## src/rtl/cpu_iack_pkg.sv

```systemverilog
package cpu_iack_pkg;

   // one operation is taken per cycle, in this precedence order
   typedef enum logic [1:0] {
      OP_NONE = 2'd0,
      OP_ACK  = 2'd1,
      OP_EOI  = 2'd2,
      OP_DLV  = 2'd3
   } iack_op_e;

   function automatic iack_op_e pick_op(input logic ack, input logic eoi, input logic dlv);
      if (ack)      return OP_ACK;
      else if (eoi) return OP_EOI;
      else if (dlv) return OP_DLV;
      else          return OP_NONE;
   endfunction

endpackage

```

## src/rtl/cpu_iack_prio_scan.sv

```systemverilog
// Picks the highest-priority member of a set; ties go to the lowest index.
// SPLIT=1 scans two halves in parallel and merges them (shallower logic).
module cpu_iack_prio_scan #(
   parameter int NUM    = 8,
   parameter int PRIO_W = 4,
   parameter int IDX_W  = 3,
   parameter bit SPLIT  = 1'b0
) (
   input  logic [NUM-1:0]        mask,
   input  logic [NUM*PRIO_W-1:0] prio_flat,
   output logic                  found,
   output logic [IDX_W-1:0]      idx,
   output logic [PRIO_W-1:0]     best
);
   localparam int HALF = NUM / 2;

   if (SPLIT && NUM >= 4) begin : g_split
      logic              lo_f, hi_f;
      logic [IDX_W-1:0]  lo_i, hi_i;
      logic [PRIO_W-1:0] lo_b, hi_b;

      always_comb begin
         lo_f = 1'b0;
         lo_i = '0;
         lo_b = '0;
         for (int i = 0; i < HALF; i++) begin
            if (mask[i] && (!lo_f || prio_flat[i*PRIO_W +: PRIO_W] > lo_b)) begin
               lo_f = 1'b1;
               lo_i = IDX_W'(i);
               lo_b = prio_flat[i*PRIO_W +: PRIO_W];
            end
         end
      end

      always_comb begin
         hi_f = 1'b0;
         hi_i = '0;
         hi_b = '0;
         for (int i = HALF; i < NUM; i++) begin
            if (mask[i] && (!hi_f || prio_flat[i*PRIO_W +: PRIO_W] > hi_b)) begin
               hi_f = 1'b1;
               hi_i = IDX_W'(i);
               hi_b = prio_flat[i*PRIO_W +: PRIO_W];
            end
         end
      end

      // upper half wins only when strictly greater: keeps lowest-index tie rule
      always_comb begin
         if (hi_f && (!lo_f || hi_b > lo_b)) begin
            found = 1'b1;
            idx   = hi_i;
            best  = hi_b;
         end else begin
            found = lo_f;
            idx   = lo_i;
            best  = lo_b;
         end
      end
   end else begin : g_linear
      always_comb begin
         found = 1'b0;
         idx   = '0;
         best  = '0;
         for (int i = 0; i < NUM; i++) begin
            if (mask[i] && (!found || prio_flat[i*PRIO_W +: PRIO_W] > best)) begin
               found = 1'b1;
               idx   = IDX_W'(i);
               best  = prio_flat[i*PRIO_W +: PRIO_W];
            end
         end
      end
   end

endmodule

```

## src/rtl/cpu_iack_cfg_regs.sv

```systemverilog
// Task priority and spurious vector registers with truncating writes.
module cpu_iack_cfg_regs #(
   parameter int              DATA_W   = 32,
   parameter int              PRIO_W   = 4,
   parameter int              VEC_W    = 8,
   parameter logic [PRIO_W-1:0] TPR_RST = '1,
   parameter logic [VEC_W-1:0]  SPV_RST = '1
) (
   input  logic              clk,
   input  logic              rst_n,
   input  logic              tpr_we,
   input  logic              spv_we,
   input  logic [DATA_W-1:0] wdata,
   output logic [PRIO_W-1:0] tpr_q,
   output logic [VEC_W-1:0]  spv_q
);

   always_ff @(posedge clk or negedge rst_n) begin
      if (!rst_n) begin
         tpr_q <= TPR_RST;
         spv_q <= SPV_RST;
      end else begin
         if (tpr_we) tpr_q <= wdata[PRIO_W-1:0];
         if (spv_we) spv_q <= wdata[VEC_W-1:0];
      end
   end

   assert_tpr_hold_R2: assert property (@(posedge clk) disable iff (!rst_n)
      !tpr_we |=> $stable(tpr_q));
   assert_spv_hold_R2: assert property (@(posedge clk) disable iff (!rst_n)
      !spv_we |=> $stable(spv_q));

endmodule

```

## src/rtl/cpu_iack_unit.sv

```systemverilog
module cpu_iack_unit
   import cpu_iack_pkg::*;
#(
   parameter int NUM_SRC    = 8,
   parameter int PRIO_W     = 4,
   parameter int VEC_W      = 8,
   parameter int DATA_W     = 32,
   parameter bit SPLIT_SCAN = 1'b1,
   localparam int IDX_W     = (NUM_SRC > 1) ? $clog2(NUM_SRC) : 1
) (
   input  logic                      clk,
   input  logic                      rst_n,
   input  logic                      dlv_valid,
   input  logic [IDX_W-1:0]          dlv_idx,
   input  logic [NUM_SRC*PRIO_W-1:0] src_prio,
   input  logic [NUM_SRC*VEC_W-1:0]  src_vec,
   input  logic [NUM_SRC-1:0]        src_active,
   input  logic [NUM_SRC-1:0]        src_level,
   input  logic                      tpr_we,
   input  logic                      spv_we,
   input  logic [DATA_W-1:0]         cfg_wdata,
   input  logic                      ack_req,
   input  logic                      eoi_req,
   output logic                      irq,
   output logic                      ack_vld,
   output logic [VEC_W-1:0]          ack_vec,
   output logic [NUM_SRC-1:0]        act_clr,
   output logic [PRIO_W-1:0]         task_prio,
   output logic [VEC_W-1:0]          spur_vec
);

   // elaboration-time parameter checks
   if (NUM_SRC < 2)      begin : g_bad_num  $error("NUM_SRC must be at least 2");   end
   if (PRIO_W < 1)       begin : g_bad_prio $error("PRIO_W must be at least 1");    end
   if (PRIO_W > DATA_W)  begin : g_bad_pw   $error("PRIO_W exceeds DATA_W");        end
   if (VEC_W > DATA_W)   begin : g_bad_vw   $error("VEC_W exceeds DATA_W");         end

   logic [NUM_SRC-1:0] pend_q, isr_q;

   cpu_iack_cfg_regs #(
      .DATA_W (DATA_W),
      .PRIO_W (PRIO_W),
      .VEC_W  (VEC_W),
      .TPR_RST({PRIO_W{1'b1}}),
      .SPV_RST({VEC_W{1'b1}})
   ) u_regs (
      .clk    (clk),
      .rst_n  (rst_n),
      .tpr_we (tpr_we),
      .spv_we (spv_we),
      .wdata  (cfg_wdata),
      .tpr_q  (task_prio),
      .spv_q  (spur_vec)
   );

   // ---- best pending source ------------------------------------------------
   logic              pf;
   logic [IDX_W-1:0]  pi;
   logic [PRIO_W-1:0] pb;

   cpu_iack_prio_scan #(.NUM(NUM_SRC), .PRIO_W(PRIO_W), .IDX_W(IDX_W), .SPLIT(SPLIT_SCAN))
   u_scan_pend (.mask(pend_q), .prio_flat(src_prio), .found(pf), .idx(pi), .best(pb));

   logic [NUM_SRC-1:0] sel_bit, svc_bit;
   logic [VEC_W-1:0]   sel_vec;
   logic               sel_stale, sel_level;

   always_comb begin
      sel_bit   = pf ? (NUM_SRC'(1) << pi) : '0;
      sel_vec   = src_vec[pi*VEC_W +: VEC_W];
      sel_level = src_level[pi];
      sel_stale = !src_active[pi] || !(pb > task_prio);
      svc_bit   = (pf && !sel_stale) ? sel_bit : '0;
   end

   // ---- best pending after the selected one leaves ---------------------------
   logic              rf;
   logic [IDX_W-1:0]  ri_unused;
   logic [PRIO_W-1:0] rb;

   cpu_iack_prio_scan #(.NUM(NUM_SRC), .PRIO_W(PRIO_W), .IDX_W(IDX_W), .SPLIT(SPLIT_SCAN))
   u_scan_rem (.mask(pend_q & ~sel_bit), .prio_flat(src_prio), .found(rf), .idx(ri_unused), .best(rb));

   // ---- best in-service source ---------------------------------------------
   logic              sf;
   logic [IDX_W-1:0]  si;
   logic [PRIO_W-1:0] sb_unused;
   logic [NUM_SRC-1:0] eoi_bit;

   cpu_iack_prio_scan #(.NUM(NUM_SRC), .PRIO_W(PRIO_W), .IDX_W(IDX_W), .SPLIT(SPLIT_SCAN))
   u_scan_isr (.mask(isr_q), .prio_flat(src_prio), .found(sf), .idx(si), .best(sb_unused));

   assign eoi_bit = sf ? (NUM_SRC'(1) << si) : '0;

   // ---- operation select -----------------------------------------------------
   logic              dlv_in_range, dlv_new;
   logic [PRIO_W-1:0] dlv_prio;
   iack_op_e          op;

   if (NUM_SRC == (1 << IDX_W)) begin : g_full_idx
      assign dlv_in_range = 1'b1;
   end else begin : g_part_idx
      assign dlv_in_range = ({1'b0, dlv_idx} < (IDX_W+1)'(NUM_SRC));
   end

   assign dlv_prio = src_prio[dlv_idx*PRIO_W +: PRIO_W];
   assign dlv_new  = dlv_valid && dlv_in_range && !pend_q[dlv_idx];
   assign op       = pick_op(ack_req, eoi_req, dlv_new);

   // ---- in-service set as it will be after this cycle's operation ----------
   logic [NUM_SRC-1:0] isr_after;
   logic               af_unused;
   logic [IDX_W-1:0]   ai_unused;
   logic [PRIO_W-1:0]  ab;

   assign isr_after = (op == OP_ACK) ? (isr_q | svc_bit) : (isr_q & ~eoi_bit);

   cpu_iack_prio_scan #(.NUM(NUM_SRC), .PRIO_W(PRIO_W), .IDX_W(IDX_W), .SPLIT(SPLIT_SCAN))
   u_scan_after (.mask(isr_after), .prio_flat(src_prio), .found(af_unused), .idx(ai_unused), .best(ab));

   // ---- state update -------------------------------------------------------
   always_ff @(posedge clk or negedge rst_n) begin
      if (!rst_n) begin
         pend_q  <= '0;
         isr_q   <= '0;
         irq     <= 1'b0;
         ack_vld <= 1'b0;
         ack_vec <= '0;
         act_clr <= '0;
      end else begin
         ack_vld <= 1'b0;
         act_clr <= '0;
         unique case (op)
            OP_ACK: begin
               pend_q  <= pend_q & ~sel_bit;
               isr_q   <= isr_q | svc_bit;
               ack_vld <= 1'b1;
               ack_vec <= (pf && !sel_stale) ? sel_vec : spur_vec;
               act_clr <= (pf && (sel_stale || !sel_level)) ? sel_bit : '0;
               irq     <= rf && (rb > task_prio) && (rb > ab);
            end
            OP_EOI: begin
               isr_q <= isr_q & ~eoi_bit;
               if (pb > ab) irq <= 1'b1;
            end
            OP_DLV: begin
               pend_q[dlv_idx] <= 1'b1;
               if (dlv_prio > pb) irq <= 1'b1;
            end
            default: ;
         endcase
      end
   end

   // ---- assertions -----------------------------------------------------------
   assert_ack_result_R6: assert property (@(posedge clk) disable iff (!rst_n)
      ack_req |=> ack_vld);
   assert_ack_single_R6: assert property (@(posedge clk) disable iff (!rst_n)
      !ack_req |=> !ack_vld);
   assert_empty_spur_R6: assert property (@(posedge clk) disable iff (!rst_n)
      (ack_req && pend_q == '0) |=> (ack_vec == $past(spur_vec) && act_clr == '0));
   assert_clr_onehot_R11: assert property (@(posedge clk) disable iff (!rst_n)
      $onehot0(act_clr));
   assert_clr_only_ack_R11: assert property (@(posedge clk) disable iff (!rst_n)
      !ack_req |=> act_clr == '0);
   assert_drain_drop_R9: assert property (@(posedge clk) disable iff (!rst_n)
      (ack_req && $countones(pend_q) == 1) |=> !irq);
   assert_eoi_shrink_R10: assert property (@(posedge clk) disable iff (!rst_n)
      (eoi_req && !ack_req && isr_q != '0) |=> $countones(isr_q) == $countones($past(isr_q)) - 1);

endmodule

```

## config.mk

```make
export PLATFORM = sky130hd
export DESIGN_NAME = cpu_iack_unit
export DESIGN_NICKNAME = d
export VERILOG_FILES = /design/src/rtl/cpu_iack_pkg.sv /design/src/rtl/cpu_iack_prio_scan.sv /design/src/rtl/cpu_iack_cfg_regs.sv /design/src/rtl/cpu_iack_unit.sv
export SDC_FILE = /design/constraint.sdc
export NUM_CORES = 1
export LEC_CHECK = 0
export BUFFER_PORTS_ARGS = -buffer_cell sky130_fd_sc_hd__buf_2
export CORE_MARGIN = 3
export CORE_UTILIZATION = 33
export CTS_CLUSTER_DIAMETER = 150
export DETAILED_ROUTE_END_ITERATION = 8
export PLACE_DENSITY = 0.5
export SYNTH_ARGS = -nofsm -noshare
export SYNTH_HDL_FRONTEND = slang
export SYNTH_HIERARCHICAL = 1
export SYNTH_SLANG_ARGS = --single-unit
```

## constraint.sdc

```tcl
create_clock -name clk -period 33.4 [get_ports clk]
set_input_delay 3.34 -clock clk [delete_from_list [all_inputs] [get_ports clk]]
set_output_delay 3.34 -clock clk [all_outputs]
set_load 0.02 [all_outputs]
```

==> results of run 1 <==
## flip-flops by register name, indices dropped and copies added, names as in the netlist
| signal | count |
|---|---|
| ack_vec | 8 |
| act_clr | 8 |
| isr_q | 8 |
| pend_q | 8 |
| u_regs/spv_q | 8 |
| u_regs/tpr_q | 4 |
| ack_vld | 1 |
| irq | 1 |
## layer usage
| layer | vias up | global-route usage | wire length [um] |
|---|---|---|---|
| met4 | 2 | 0.0435 | 565 |
| met1 | 4835 | 0.286 | 15500 |
| met3 | 32 | 0.0281 | 2040 |
| met2 | 343 | 0.381 | 16900 |
| li1 | 4917 | - | - |
| met5 | - | 0 | 14 |
## critical path, delay by kind of cell
kind            cells  cell delay, ns
simple gates       14            2.34
buf+inv             3            0.61
compound gates     30            6.96
mux                 3            1.13
fa+ha+maj           9            3.01
## per-stage QoR
stage / util / hold WS (ns) / worst slack (ns) / cells
detailed placement: 0.375 / 0.537 / 15.93 / 1697
global placement: 0.375 / 0.536 / 16.01 / 1697
CTS: 0.380 / 0.555 / 16.21 / 1705
global route: 0.380 / 0.579 / 14.70 / 1705
finish: 0.380 / 0.543 / 16.12 / 1705
floorplan: - / 0.468 / 18.43 / 1196
## worst paths after layout
| kind | endpoint | depth (start not counted) | slack (ns) |
|---|---|---|---|
| worst min register to register | isr_q[3] | 2 | 0.54 |
| worst max register to register | irq | 58 | 18.69 |
| worst max-delay path | irq | 59 | 16.12 |
| worst min-delay path | isr_q[3] | 2 | 0.54 |
| min in group asynchronous | act_clr[0] | 2 | 3.15 |
| max in group asynchronous | act_clr[4] | 2 | 29.80 |
## layout make-up
| type | count | area share |
|---|---|---|
| clock buffers | 5 | 0.0114 |
| clock inverters | 3 | 0.00193 |
| inverters | 119 | 0.0406 |
| multi-input cells | 979 | 0.717 |
| well taps | 384 | 0.0437 |
| flip-flops and latches | 46 | 0.106 |
| repair buffers | 169 | 0.0791 |
## cells in the final DEF, fill, tap and decap left out, types with 7 or more instances in the layout
cell and count:
a211oi_1 40, a211oi_2 8, a21boi_0 10, a21o_1 13
a21oi_1 27, a221oi_1 20, a31o_2 12, a31oi_1 8
a32oi_1 12, a41o_1 25, and2_1 12, buf_2 159
buf_4 10, dfrtp_1 34, dfstp_2 12, ha_1 132
inv_1 119, mux2_2 8, mux2_4 8, mux2i_1 7
mux4_2 26, nand2_1 103, nand2b_1 16, nand3_1 10
nand4_1 56, nor2_1 80, nor2b_1 43, nor3_1 12
o211ai_1 41, o21a_1 11, o21a_4 8, o21ai_0 64
o22ai_1 33, o311ai_1 12, o311ai_2 20, o31ai_1 27
or2_0 8
==> parameters.txt, run 1 <==
Parameter                              Value

Timing
  Final worst path period need    approximately 17 ns
  Unrepaired setup endpoints after global routing    false
  Sum of negative setup slack    0 ns
  Final count of pins violating max slew    0
  Max Clock Skew    0.00545 ns
  Number of hold violations in the final report    0
  Relative max-transition margin    0.396
  Achievable Freq    57.9 MHz
  Final setup vio count    0
  Final period utilization    0.517
  Transition time of the tightest slew-check pin    between 0.8 and 0.9 ns

Placed design
  Number of buffers inserted by port buffering    roughly 160
  Post-DP HPWL    around 27 mm
  Final Wtd Congestion    approximately 0.86
  Post-DP Area    0.0109 sq mm

Floorplan
  IO Count    about 180
  Standard cell core area    between 0.02 and 0.03 sq mm
  Die boundary width    178 um
  Total number of placement rows    62
  Initial core utilization    0.337
  Area of the die    between 0.03 and 0.04 sq mm
  Die Span Y    178 um

Detailed routing
  Routed via count divided by cell count    5.94
  First DRT Iteration DRCs    around 700
  Remaining design rule violation count    0
  Routed vias    about 10000
  Average wire per cell in the routed design    roughly 21 um
  DRT Wirelength    roughly 35 mm
  Final antenna-violating net count    0
  DR pass1 iterations    7

Critical path
  Largest stage delay on the critical path    about 0.61 ns
  Startpoint type of the worst setup path    input port
  Worst reg2reg path startpoint    pend_q[0]
  Required arrival time at the worst endpoint    33.56 ns
  Type of the worst setup path    in2reg
  Worst setup startpoint    src_prio[3]
  Slowest library cell on the worst path    mux2i_4
  Arr. time, crit path    about 17 ns
  Library cell appearing most often on the critical path    ha_1
  Maximum fanout along the worst path    16
  Capturing element type of the critical path    register

GRT
  Via count of the first global-routing pass    about 9700
  Largest net degree at the start of global routing    between 40 and 50
  Number of antenna violations at the first check in global routing    1
  Tot GR Track Use    0.217
  Grt ovf    0
  Global-route wire length before repair    between 50 and 60 mm

CTS
  Clock transition time at the flip-flop clock pins of the worst setup and hold paths    0.07 ns
  Maximum clock path buffer count    2
  Total setup buffers inserted after CTS    0
  CTS tree    yes
  Hold buffer count at cts    0
  Clock latency on the worst-skew pair    0.31 ns
  H-tree levels    2
  Number of instances resized during post-cts repair    0
  Clock sink count    between 40 and 50
  CTS Root Cell    clkbuf_16
  Cts bufs inserted    5

Synthesis
  Post-synth design cell area    0.00976 sq mm
  Number of instances in the synthesized netlist    ~1200
  Warnings from Yosys    6
  Total nets after synthesis    1482
  Avg Cell Area, Syn    between 8 and 9 sq um

Final layout
  Final instance area    0.0110 sq mm
  Count of filler cells inserted in the layout    3059
  Reg area    about 0.0012 sq mm
  Number of diodes added for antenna fixing    0
  Syn-to-layout area delta    12.8%
  Share of final-layout standard cells stronger than drive strength 1    0.231
  Final net count    around 1600
  Multi-input logic area    about 0.008 sq mm

Job
  Max-cap violation count    0

Hold path
  Classification of the worst-slack hold path    reg2reg
  Hold Path Origin    isr_q[3]

Status
  Outcome    finished, final reports clean
Power of run 1 is not shown: default switching activity piles up to over one toggle a cycle in this logic, so the estimate is an artifact.
==> inputs of run 2 (changes only) <==
Settings changed: ABC_AREA from default to 1, PLACE_DENSITY 0.5 to 0.51.
Clock period 33.4 ns to 16.3 ns, I/O delays scaled along.
==> parameters.txt, run 2 <==
Parameter                              Value

GRT
  Tot GR Track Use    0.209 (-0.00777)
  Number of antenna violations at the first check in global routing    1 (unchanged)
  Largest net degree at the start of global routing    47 (unchanged)
  Global-route wire length before repair    48.1 mm (-11%)
  Grt ovf    0 (unchanged)
  Via count of the first global-routing pass    9488 (-2.1%)

CTS
  CTS Root Cell    clkbuf_16
  Hold buffer count at cts    0 (unchanged)
  Clock latency on the worst-skew pair    0.30 ns (about the same)
  Number of instances resized during post-cts repair    0 (unchanged)
  Clock transition time at the flip-flop clock pins of the worst setup and hold paths    0.08 ns (about the same)
  Clock sink count    46 (unchanged)
  CTS tree    yes
  H-tree levels    2 (unchanged)
  Total setup buffers inserted after CTS    0 (unchanged)
  Maximum clock path buffer count    2 (unchanged)
  Cts bufs inserted    5 (unchanged)

Final layout
  Syn-to-layout area delta    14.2%
  Final net count    1937 (+21%)
  Number of diodes added for antenna fixing    0 (unchanged)
  Share of final-layout standard cells stronger than drive strength 1    0.143 (-0.0880)
  Most frequent standard cell in the layout excluding fill and tap cells    nand2_1
  Final Core Density    0.390 (+0.00994)
  Highest-count cells in the layout ignoring fill and taps    nand2_1, inv_1, nand3_1

Timing
  Final worst path period need    roughly 14 ns
  Final count of pins violating max slew    0 (unchanged)
  Sum of negative setup slack    0 ns (unchanged)
  Achievable Freq    69.9 MHz
  Relative max-transition margin    0.472 (+0.0769)
  Final setup vio count    0 (unchanged)
  Max Clock Skew    0.0118 ns (+0.00639 ns)
  Unrepaired setup endpoints after global routing    false
  Number of hold violations in the final report    0 (unchanged)
  Final period utilization    0.878
  Transition time of the tightest slew-check pin    0.791 ns (-0.108 ns)

Floorplan
  Total number of placement rows    58 (-6.5%)
  Standard cell core area    0.0256 sq mm (-11%)
  Initial core utilization    0.342 (+0.00442)
  Area of the die    0.0285 sq mm (-10%)
  IO Count    184 (unchanged)
  Die Span Y    169 um (-5.1%)
  Die boundary width    169 um (-5.1%)

Hold path
  Worst hold path cell count    2 (unchanged)
  WHS Endpoint    u_regs/spv_q[7]
  Hold Path Origin    u_regs/spv_q[7]
  Classification of the worst-slack hold path    reg2reg

Detailed routing
  Routed vias    9805 (-3.2%)
  Average wire per cell in the routed design    15.4 um (-25%)
  DRT Wirelength    30.6 mm (-13%)
  DR pass1 iterations    7 (unchanged)
  Remaining design rule violation count    0 (unchanged)
  First DRT Iteration DRCs    626 (-9.8%)
  Routed via count divided by cell count    4.95 (-17%)
  Final antenna-violating net count    0 (unchanged)

Critical path
  Slowest library cell on the worst path    nor2_2
  Reg-to-reg setup timing slack    2.95 ns (-15.74 ns)
  Register-to-Register Path Depth    83 (+43%)
  Arr. time, crit path    14.49 ns (-2.95 ns)
  Largest stage delay on the critical path    0.68 ns (+0.07 ns)
  Type of the worst setup path    in2reg
  Library cell appearing most often on the critical path    nand2_1
  End of the worst register-to-register path    irq
  Worst reg2reg path startpoint    pend_q[4]
  Capturing element type of the critical path    register
  Startpoint type of the worst setup path    input port
  Required arrival time at the worst endpoint    16.48 ns (-17.08 ns)
  Maximum fanout along the worst path    21 (+5)

Status
  Outcome    finished, final reports clean

Pwr
  Net load switching power    around 1500 uW
  Maximum VDD drop    0.209 mV
  Power density cells    between 200 and 300 mW/mm^2
  Clock network fraction of design power    0.046
  Combinational fraction of design power    0.885
  Share of total power in sequential cells    0.069
  Internal Dissipation    approximately 1000 uW
  Sw Ratio    0.597
  Leakage    about 0.0058 uW

Job
  Max-cap violation count    0 (unchanged)

Synthesis
  Number of instances in the synthesized netlist    1501 (+26%)
  Post-synth design cell area    0.00875 sq mm (-10%)
  Avg Cell Area, Syn    5.83 sq um (-29%)
  Warnings from Yosys    6 (unchanged)
  Total nets after synthesis    1787 (+21%)

Placed design
  Post-DP HPWL    24.8 mm (-9.9%)
  Final Wtd Congestion    0.866 (+0.74%)
  Number of buffers inserted by port buffering    159 (unchanged)
==> run 2: changes by cell type in the layout (fill, tap and decap cells not counted), moves of 35 or more <==
cell / previous run / this run
a211oi_1: 40 / 0
nand3_1: 10 / 190
o211ai_1: 41 / 1
a21oi_1: 27 / 62
nand2_1: 103 / 562
nor2b_1: 43 / 0
nand4_1: 56 / 17
inv_1: 119 / 220
==> run 2: stage by stage <==
step | worst slack [ns] | total power [uW] | area (sq um) | hold slack (ns) | instances
detailed placement | 1.74 | 2370 | 9850 | 0.460 | 1974
floorplan | 4.37 | 1880 | 8750 | 0.500 | 1501
global route | 0.461 | 2870 | 10000 | 0.504 | 1982
finish | 1.99 | 2500 | 10000 | 0.471 | 1982
global placement | 1.89 | 2330 | 9850 | 0.459 | 1974
CTS | 2.04 | 2500 | 10000 | 0.475 | 1982
==> run 2: cell type report <==
class	count	area (sq um)
timing repair buffer	161	811
tap	330	413
inverter	233	880
sequential	46	1170
multi-input combinational	1204	6580
clock inverter	3	21.3
clock buffer	5	125
fill	2886	15600
==> run 2: worst max-delay path by stage <==
| stage | slack (ns) | to | cells after the start | from |
|---|---|---|---|---|
| finish | 1.99 | irq | 84 | src_prio[19] |
| detailed placement | 1.74 | irq | 84 | src_prio[19] |
| global route | 0.46 | irq | 85 | src_prio[19] |
| CTS | 2.04 | irq | 84 | src_prio[19] |
| global placement | 1.89 | irq | 85 | src_prio[17] |
| floorplan | 4.37 | irq | 86 | src_prio[19] |
==> run 2: power groups by stage <==
stage | Combinational (uW) | Clock (uW) | Sequential [uW]
2_1_floorplan | 1690 | 0 | 189
4_1_cts | 2210 | 118 | 173
6_report | 2210 | 115 | 173
5_1_grt | 2570 | 121 | 178
3_3_place_gp | 2150 | 0 | 175
3_5_place_dp | 2190 | 0 | 174
==> run 2: worst max-delay path: cells and delay by family <==
kind            cells  cell delay (ns)
buf+inv             7             0.82
simple gates       47             5.98
compound gates     21             3.39
fa+ha+maj           9             2.68
==> run 2: metal layers <==
metal  part of all wire  vias to the layer above  global-route usage
li1                   -                     5114                   -
met1               0.44                     4400               0.271
met4              0.015                        2              0.0342
met2               0.48                      261               0.375
met5            0.00043                        -                   0
met3              0.056                       28              0.0311
Power figures use the tool's default switching activity.
